File: src/rtl/trace_pkg.sv
package trace_pkg;
  localparam int POS_W     = 9;
  localparam int POS_STEPS = 1 << POS_W;

  typedef enum logic [2:0] {
    CAP_IDLE,
    CAP_FREE,
    CAP_PRE,
    CAP_POST,
    CAP_HALT
  } cap_state_t;
endpackage

File: src/rtl/trace_ctrl.sv
module trace_ctrl
  import trace_pkg::*;
#(
  parameter int ADDR_W = 8
) (
  input  logic              clk,
  input  logic              rst_n,
  input  logic              cmd_start,
  input  logic              cmd_single,
  input  logic              cmd_stop,
  input  logic              store_all,
  input  logic [POS_W-1:0]  trig_pos,
  input  logic              trig,
  input  logic              s_valid,
  output logic              wr_en,
  output logic [ADDR_W-1:0] wr_addr,
  output logic              capturing,
  output logic              done,
  output logic [ADDR_W-1:0] trig_addr,
  output logic [ADDR_W-1:0] pre_cnt
);
  localparam int DEPTH = 1 << ADDR_W;

  cap_state_t        state;
  logic [ADDR_W-1:0] wptr;
  logic [ADDR_W:0]   seen;
  logic [ADDR_W-1:0] post_q;
  logic [ADDR_W-1:0] left;
  logic              all_q;

  // post-trigger length from the position: DEPTH*(512-q)/512, a shift
  logic [POS_W-1:0]        pos_eff;
  logic [POS_W:0]          span;
  logic [ADDR_W+POS_W:0]   prod;
  logic [ADDR_W-1:0]       post_len;
  logic [ADDR_W-1:0]       pre_limit;
  logic                    any_cmd;

  always_comb begin
    pos_eff  = (trig_pos == '0) ? POS_W'(1) : trig_pos;
    span     = (POS_W+1)'(POS_STEPS) - {1'b0, pos_eff};
    prod     = {span, {ADDR_W{1'b0}}};
    post_len = prod[POS_W +: ADDR_W];
    pre_limit = ADDR_W'(DEPTH - 1) - post_q;
  end

  assign capturing = (state == CAP_FREE) || (state == CAP_PRE) || (state == CAP_POST);
  assign any_cmd   = cmd_start || cmd_single || cmd_stop;
  assign wr_en     = capturing && !any_cmd && (all_q || s_valid);
  assign wr_addr   = wptr;

  always_ff @(posedge clk or negedge rst_n) begin
    if (!rst_n) begin
      state     <= CAP_IDLE;
      wptr      <= '0;
      seen      <= '0;
      post_q    <= '0;
      left      <= '0;
      all_q     <= 1'b0;
      done      <= 1'b0;
      trig_addr <= '0;
      pre_cnt   <= '0;
    end else if (cmd_stop) begin
      if (capturing) begin
        state <= CAP_HALT;
        if (state == CAP_FREE) begin
          trig_addr <= wptr - ADDR_W'(1);
          if (seen == '0)
            pre_cnt <= '0;
          else if (seen[ADDR_W])
            pre_cnt <= ADDR_W'(DEPTH - 1);
          else
            pre_cnt <= seen[ADDR_W-1:0] - ADDR_W'(1);
        end
      end
    end else if (cmd_single || cmd_start) begin
      state     <= cmd_single ? CAP_PRE : CAP_FREE;
      wptr      <= '0;
      seen      <= '0;
      post_q    <= post_len;
      left      <= '0;
      all_q     <= store_all;
      done      <= 1'b0;
      trig_addr <= '0;
      pre_cnt   <= '0;
    end else if (wr_en) begin
      wptr <= wptr + ADDR_W'(1);
      unique case (state)
        CAP_FREE: begin
          if (!seen[ADDR_W]) seen <= seen + (ADDR_W+1)'(1);
        end
        CAP_PRE: begin
          if (trig) begin
            trig_addr <= wptr;
            pre_cnt   <= (seen > {1'b0, pre_limit}) ? pre_limit : seen[ADDR_W-1:0];
            if (post_q == '0) begin
              state <= CAP_HALT;
              done  <= 1'b1;
            end else begin
              state <= CAP_POST;
              left  <= post_q;
            end
          end else if (!seen[ADDR_W]) begin
            seen <= seen + (ADDR_W+1)'(1);
          end
        end
        CAP_POST: begin
          left <= left - ADDR_W'(1);
          if (left == ADDR_W'(1)) begin
            state <= CAP_HALT;
            done  <= 1'b1;
          end
        end
        default: ;
      endcase
    end
  end
endmodule

File: src/rtl/trace_ram.sv
module trace_ram #(
  parameter int ADDR_W = 8,
  parameter int DATA_W = 16
) (
  input  logic              clk,
  input  logic              wr_en,
  input  logic [ADDR_W-1:0] wr_addr,
  input  logic [DATA_W-1:0] wr_data,
  input  logic              rd_en,
  input  logic [ADDR_W-1:0] rd_addr,
  output logic [DATA_W-1:0] rd_q
);
  localparam int DEPTH = 1 << ADDR_W;

  logic [DATA_W-1:0] mem [DEPTH];

  always_ff @(posedge clk) begin
    if (wr_en) mem[wr_addr] <= wr_data;
    if (rd_en) rd_q <= mem[rd_addr];
  end
endmodule

File: src/rtl/trace_rdgate.sv
module trace_rdgate #(
  parameter int DATA_W = 16
) (
  input  logic              clk,
  input  logic              rst_n,
  input  logic              rd_en,
  input  logic              capturing,
  input  logic [DATA_W-1:0] ram_q,
  output logic              ram_rd,
  output logic [DATA_W-1:0] rd_data,
  output logic              rd_err
);
  logic blocked_q;

  assign ram_rd = rd_en && !capturing;

  always_ff @(posedge clk or negedge rst_n) begin
    if (!rst_n) blocked_q <= 1'b0;
    else        blocked_q <= rd_en && capturing;
  end

  assign rd_err  = blocked_q;
  assign rd_data = blocked_q ? '0 : ram_q;
endmodule

File: src/rtl/trace_buf.sv
module trace_buf
  import trace_pkg::*;
#(
  parameter int ADDR_W = 8,
  parameter int DATA_W = 16
) (
  input  logic              clk,
  input  logic              rst_n,
  input  logic              cmd_start,
  input  logic              cmd_single,
  input  logic              cmd_stop,
  input  logic              store_all,
  input  logic [POS_W-1:0]  trig_pos,
  input  logic              trig,
  input  logic              s_valid,
  input  logic [DATA_W-1:0] s_data,
  output logic              s_ready,
  output logic              done,
  output logic [ADDR_W-1:0] trig_addr,
  output logic [ADDR_W-1:0] pre_cnt,
  input  logic              rd_en,
  input  logic [ADDR_W-1:0] rd_addr,
  output logic [DATA_W-1:0] rd_data,
  output logic              rd_err
);
  logic              wr_en;
  logic [ADDR_W-1:0] wr_addr;
  logic              ram_rd;
  logic [DATA_W-1:0] ram_q;

  trace_ctrl #(.ADDR_W(ADDR_W)) u_ctrl (
    .clk(clk), .rst_n(rst_n),
    .cmd_start(cmd_start), .cmd_single(cmd_single), .cmd_stop(cmd_stop),
    .store_all(store_all), .trig_pos(trig_pos), .trig(trig), .s_valid(s_valid),
    .wr_en(wr_en), .wr_addr(wr_addr), .capturing(s_ready), .done(done),
    .trig_addr(trig_addr), .pre_cnt(pre_cnt)
  );

  trace_ram #(.ADDR_W(ADDR_W), .DATA_W(DATA_W)) u_ram (
    .clk(clk), .wr_en(wr_en), .wr_addr(wr_addr), .wr_data(s_data),
    .rd_en(ram_rd), .rd_addr(rd_addr), .rd_q(ram_q)
  );

  trace_rdgate #(.DATA_W(DATA_W)) u_rd (
    .clk(clk), .rst_n(rst_n), .rd_en(rd_en), .capturing(s_ready),
    .ram_q(ram_q), .ram_rd(ram_rd), .rd_data(rd_data), .rd_err(rd_err)
  );
endmodule

File: config.mk
export PLATFORM = sky130hd
export DESIGN_NAME = trace_buf
export DESIGN_NICKNAME = d
export VERILOG_FILES = /design/src/rtl/trace_pkg.sv /design/src/rtl/trace_ctrl.sv /design/src/rtl/trace_ram.sv /design/src/rtl/trace_rdgate.sv /design/src/rtl/trace_buf.sv
export SDC_FILE = /design/constraint.sdc
export NUM_CORES = 2
export LEC_CHECK = 0
export CAP_MARGIN = 15
export CELL_PAD_IN_SITES_DETAIL_PLACEMENT = 1
export CELL_PAD_IN_SITES_GLOBAL_PLACEMENT = 1
export CORE_ASPECT_RATIO = 0.5
export CORE_MARGIN = 2
export CORE_UTILIZATION = 35
export CTS_BUF_LIST = sky130_fd_sc_hd__clkbuf_4 sky130_fd_sc_hd__clkbuf_8 sky130_fd_sc_hd__clkbuf_16
export DETAILED_ROUTE_END_ITERATION = 6
export PLACE_DENSITY_LB_ADDON = 0.2
export SYNTH_ARGS = -nofsm -noshare
export SYNTH_HDL_FRONTEND = slang
export SYNTH_SLANG_ARGS = --single-unit
File: constraint.sdc
create_clock -name clk -period 3.45 [get_ports clk]
set_clock_uncertainty 0.15 [all_clocks]
set_input_delay 0.8625 -clock clk [delete_from_list [all_inputs] [get_ports clk]]
set_output_delay 0.8625 -clock clk [all_outputs]
set_load 0.01 [all_outputs]
# == Word level (Yosys, flattened, before mapping) ==
# Memories as Yosys holds them, arrays and structs flattened. A register that Yosys moved wholly into a read port is not among the register bits.
# Index checks and enable logic that the tools add are counted.
# word_totals
regBits,55
latchBits,0
ram_bits,4096
mem_bits_ro,0
inputBits,42
output_inout_bits,35
word_cells,109
n_memories,1
# mem_list
name,words,word_bits,read_ports,rd_ports_with_merged_regs,wr,line_no,source
u_ram.mem,256,16,1,1,1,trace_ram.sv:15,logic [DATA_W-1:0] mem [DEPTH];
# op_classes
add_sub_neg,7
n_mul,0
div_mod_pow,0
magnitude_cmp,1
eq_ne,13
shift,0
mux,48
bitwise_logic,1
n_reduce_logical,28
# ops
op,count
8-bit 2-to-1 mux,23
9-bit 2-to-1 mux,5
8-bit by 1-bit subtractor with 8-bit output (second input constant),3
3-bit 2-to-1 mux,7
9-bit zero test,2
9-bit one-hot mux with 2 select lines,1
16-bit 2-to-1 mux,1
8-bit one-hot mux with 2 select lines,1
3-bit inequality test (second input constant),5
5-bit AND reduction,3
3-bit nonzero test,5
9-bit by 1-bit adder with 9-bit output (second input constant),1
9-bit by 8-bit > comparator with 1-bit output,1
1-bit by 9-bit subtractor with 9-bit output (first input constant),1
8-bit by 1-bit adder with 8-bit output (second input constant),1
8-bit by 1-bit == test with 1-bit output (second input constant),1
8-bit zero test,1
4-bit inequality test (second input constant),2
8-bit subtractor (first input constant),1
1-bit 2-to-1 mux,7
3-bit by 2-bit == test with 1-bit output (second input constant),2
3-bit one-hot mux with 2 select lines,1
6-bit AND reduction,1
1-bit logical OR,5
other kinds (11),17

# == Logic depth before layout (Yosys ltp) ==
# logic_depth
depth_word,8
mapped_depth,13

# == Modules after synthesis ==
# A second synthesis with hierarchy kept.
# hier_totals
hier_cells,7774
area_unflattened_um2,162588.4
# by_module_without_submodules
mod,instances,cells_per_inst,area_per_inst_um2,seq_area_each_um2
trace_ram,1,7360,158874.9,123478.4
trace_ctrl,1,394,3532.1,1351.3
trace_rdgate,1,20,181.4,25.0

# == Worst setup path after synthesis ==
# No wires, ideal clock.
# synth_path
kind,in2reg
startpoint,in cmd_single
endpoint,"mem u_ram.mem[223][0], enable pin"
setup_time_ns,0.388
arrival_ns,3.112
required_time_ns,2.912
slack_ns,-0.200
path_stages,9
path_cell_list,clkbuf_1 nor3_1 and3_1 buf_2 and2_1 clkbuf_1 nand2_1 clkbuf_1 nor2_1
# synth_via
elab_chain_len,7
# synth_lines
element,line_no,source
"start, declared",trace_buf.sv:10,"input logic cmd_single,"
1-bit logical OR (2 in series),trace_ctrl.sv:48,assign any_cmd = cmd_start || cmd_single || cmd_stop;
1-bit zero test,trace_ctrl.sv:49,assign wr_en = capturing && !any_cmd && (all_q || s_valid);
1-bit logical AND (2 in series),trace_ctrl.sv:49,
1-bit 2-to-1 mux,trace_ram.sv:18,if (wr_en) mem[wr_addr] <= wr_data;
1-bit 2-to-1 mux (implied by the code),trace_ram.sv:18,
"end, declared",trace_ram.sv:15,
# Every way passes these cells.

==> impl_metrics.sql <==
INSERT INTO impl_metrics (metric_group, metric, value, unit) VALUES
('status', 'status', 'complete, but fails checks', ''),
('status', 'failed_checks', 'DRC, setup timing', ''),
('floorplanning', 'floorplan.rows', '177', ''),
('setup_path', 'crit_type', 'in -> reg', ''),
('yosys', 'postSynthRegisterBits', '4167', ''),
('sta', 'setup_tns', '-0.08357', 'ns'),
('sta', 'hold_violations', '0', ''),
('global_routing', 'wire_length_of_the_first_global_routing_pass', '726900', 'µm'),
('placed_design', 'hpwlAfterDp', '343400', 'µm'),
('layout', 'final_core_util', '0.4253', ''),
('yosys', 'post_synth_instance_area', '163600', 'µm²'),
('floorplanning', 'placeableCoreArea', '465300', 'µm²'),
('floorplanning', 'initial_utilization', '0.3517', ''),
('sta', 'setup_ws', '-0.04440', 'ns'),
('global_routing', 'grt_max_degree', '90', ''),
('detailed_routing', 'drc_errors', '1', ''),
('setup_path', 'worst-r2r-cell-count', '7', ''),
('layout', 'post_route_cells_drive_above_1_share', '0.3200', ''),
('detailed_routing', 'dr_total_vias', '87270', ''),
('detailed_routing', 'drtAntennaViolNets', '0', ''),
('yosys', 'synth_cells', '7819', ''),
('min_path', 'holdCritPathClass', 'in -> reg', ''),
('yosys', 'ys_warn_count', '0', ''),
('setup_path', 'worst-path-max-fanout', '32', ''),
('yosys', 'synth_edf_count', '4112', ''),
('yosys', 'synth.largest_area_cell', 'edfxtp_1', ''),
('floorplanning', 'pin_count', '77', ''),
('sta', 'finalWorstPathRequiredPeriod', '3.494', 'ns'),
('placed_design', 'post-place-ws', '-1.543', 'ns'),
('yosys', 'yosys.area.top_type_share', '0.7546', ''),
('placed_design', 'portBuffers', '76', ''),
('sta', 'timing.fmax', '286.2', 'MHz'),
('layout', 'flow.area_growth_from_synthesis', '20.94', '%'),
('floorplanning', 'chipHeight', '487.5', 'µm'),
('detailed_routing', 'routed_via_density', '5.513', ''),
('yosys', 'most_used_dff_post_synth', 'edfxtp_1', ''),
('sta', 'timing.max_slew.rel_slack', '0.2373', ''),
('setup_path', 'timing.critical_path.arrival', '4.13', 'ns'),
('yosys', 'syn_area_per_cell', '20.93', 'µm²'),
('detailed_routing', 'detailed_route_iter0_violations', '10100', ''),
('yosys', 'postSynthNetCount', '7880', ''),
('cts', 'cts_root_buffer', 'clkbuf_16', ''),
('cts', 'cts-htree-levels', '5', ''),
('detailed_routing', 'total_routed_wirelength', '523400', 'µm'),
('setup_path', 'critical_path_required', '4.08', 'ns'),
('cts', 'clk_path_buf_depth', '4', ''),
('min_path', 'hold_depth', '1', ''),
('sta', 'tightestPinTransition', '1.144', 'ns'),
('placed_design', 'gp_congestion', '0.8565', ''),
('min_path', 'worstHoldStart', 's_data[1]', ''),
('layout', 'nFillCells', '43669', ''),
('setup_path', 'cp-start-kind', 'primary input', ''),
('floorplanning', 'dieWidth', '971.0', 'µm'),
('setup_path', 'r2r-start', 'u_ctrl.wr_addr[5]$_DFFE_PN0P_', ''),
('sta', 'report.final.setup_viol', '2', ''),
('floorplanning', 'die-area', '473300', 'µm²'),
('cts', 'cts.repair_timing.setup_buffer_count', '0', ''),
('sta', 'timing.final.crit_share', '1.013', ''),
('yosys', 'synth.lib_cells_used.distinct', '78', ''),
('power', 'final_power', '107900', 'µW'),
('yosys', 'netlist_top_cells_area', 'edfxtp_1 (75%), mux4_2 (11%), mux2i_1 (3.0%), mux4_1 (1.0%), nor2_1 (1.0%)', ''),
('power', 'irDropWorstVdd', '0.0004420', 'V'),
('cts', 'clock_latency_late_sink', '0.97', 'ns'),
('global_routing', 'antenna_found_initial', '56', ''),
('yosys', 'postSynth.asyncResetShare', '0.01320', ''),
('cts', 'cts_tree', 'yes', ''),
('detailed_routing', 'detail_route.first_pass.iterations', '7', ''),
('sta', 'fin_hold_ws', '0.1750', 'ns'),
('global_routing', 'gr-usage-all-layers', '0.2170', ''),
('setup_path', 'critical_path.startpoint', 'rd_addr[1]', ''),
('power', 'leakagePower', '0.06477', 'µW');
[registers in the layout, summed over array words and instances, names as in the netlist]
signal	flops
u_ram.mem	4096
u_ram.rd_q	16
u_ctrl.seen	9
u_ctrl.left	8
u_ctrl.post_q	8
u_ctrl.pre_cnt	8
u_ctrl.trig_addr	8
u_ctrl.wr_addr	8
u_ctrl.state	3
u_ctrl.all_q	1
u_ctrl.done	1
u_rd.rd_err	1
[power breakdown]
part | switching, µW | total [µW] | internal (µW)
clock | 19500 | 45100 | 25600
combinational | 4170 | 6910 | 2740
sequential | 190 | 55900 | 55700
[routing by layer]
layer  up-vias  GRT usage  part of all wire
li1      35733          -                 -
met1     47806     0.3205              0.45
met2      3141     0.3437              0.47
met3       588    0.03038             0.066
met4         2    0.04775             0.023
met5         -          0          0.000021
[final cells by class]
type,instances,area [µm²],share of cell area
Tap cell,6265,7839,0.03961
Timing Repair Buffer,1460,16230,0.08203
Antenna cell,23,57.56,0.0002908
Multi-Input combinational cell,3167,35680,0.1803
Sequential cell,4167,124900,0.6309
Clock buffer,489,10760,0.05437
Clock inverter,238,2372,0.01199
Inverter,22,97.59,0.0004932
[Yosys cell counts (51+ instances only)]
library cell and n:
a21oi_1 140, a22oi_1 72, buf_2 95, clkbuf_1 179
dfrtp_1 55, edfxtp_1 4112, mux2_2 51, mux2i_1 491
mux4_1 63, mux4_2 786, nand2_1 161, nor2_1 437
nor3_1 116, o21ai_0 99, o221ai_1 144, o22ai_1 126
[kinds of logic (layout without fill, tap and decap cells)]
kind of cell	Yosys count	in the layout	synth area share
DFF	4167	4167	0.7630
adders and majority gates	19	19	0.001453
and+or+nand+nor	935	935	0.02627
other	0	23	0
buffers and inverters	485	2209	0.02153
muxes	1391	1391	0.1518
xor gates and xnor gates	21	21	0.001124
AOI/OAI and AO/OA	801	801	0.03473
[what timing repair did]
item                                   CTS  global route
hold buffers                             1             0
gates resized for setup                  9            15
endpoints found under the hold margin   23             0
pin swaps                                2             5
setup endpoints to repair               21             6
cloned                                   0             1
[worst max-delay path, cell delays in order]
cell      delay [ns]
buf_8           0.13
buf_12          0.18
buf_12          0.24
buf_4           0.26
mux4_2          0.25
a21oi_1         0.10
o21ai_0         0.45
buf_4           0.25
o2111a_1        0.20
nand4_1         0.47
buf_4           0.37
nor4_1          0.24
[per-stage QoR]
stage,area [µm²],instances
4_1_cts,197700,15807
3_3_place_gp,184600,15078
2_1_floorplan,163600,7819
6_report,197900,15831
3_5_place_dp,184600,15080
5_1_grt,197800,15811
[path summary, 6_finish.rpt]
check                                                   to  slack [ns]
max                                u_ram.rd_q[3]$_DFFE_PP_       -0.04
max in group asynchronous    u_ctrl.wr_addr[3]$_DFFE_PN0P_        2.19
max reg2reg                    u_ram.mem[217][9]$_DFFE_PP_        0.12
min reg2reg                u_ctrl.trig_addr[2]$_DFFE_PN0P_        0.32
min                             u_ram.mem[16][1]$_DFFE_PP_        0.18
min in group asynchronous    u_ctrl.pre_cnt[4]$_DFFE_PN0P_        0.34
No activity file was read; power rests on OpenSTA's default activity.
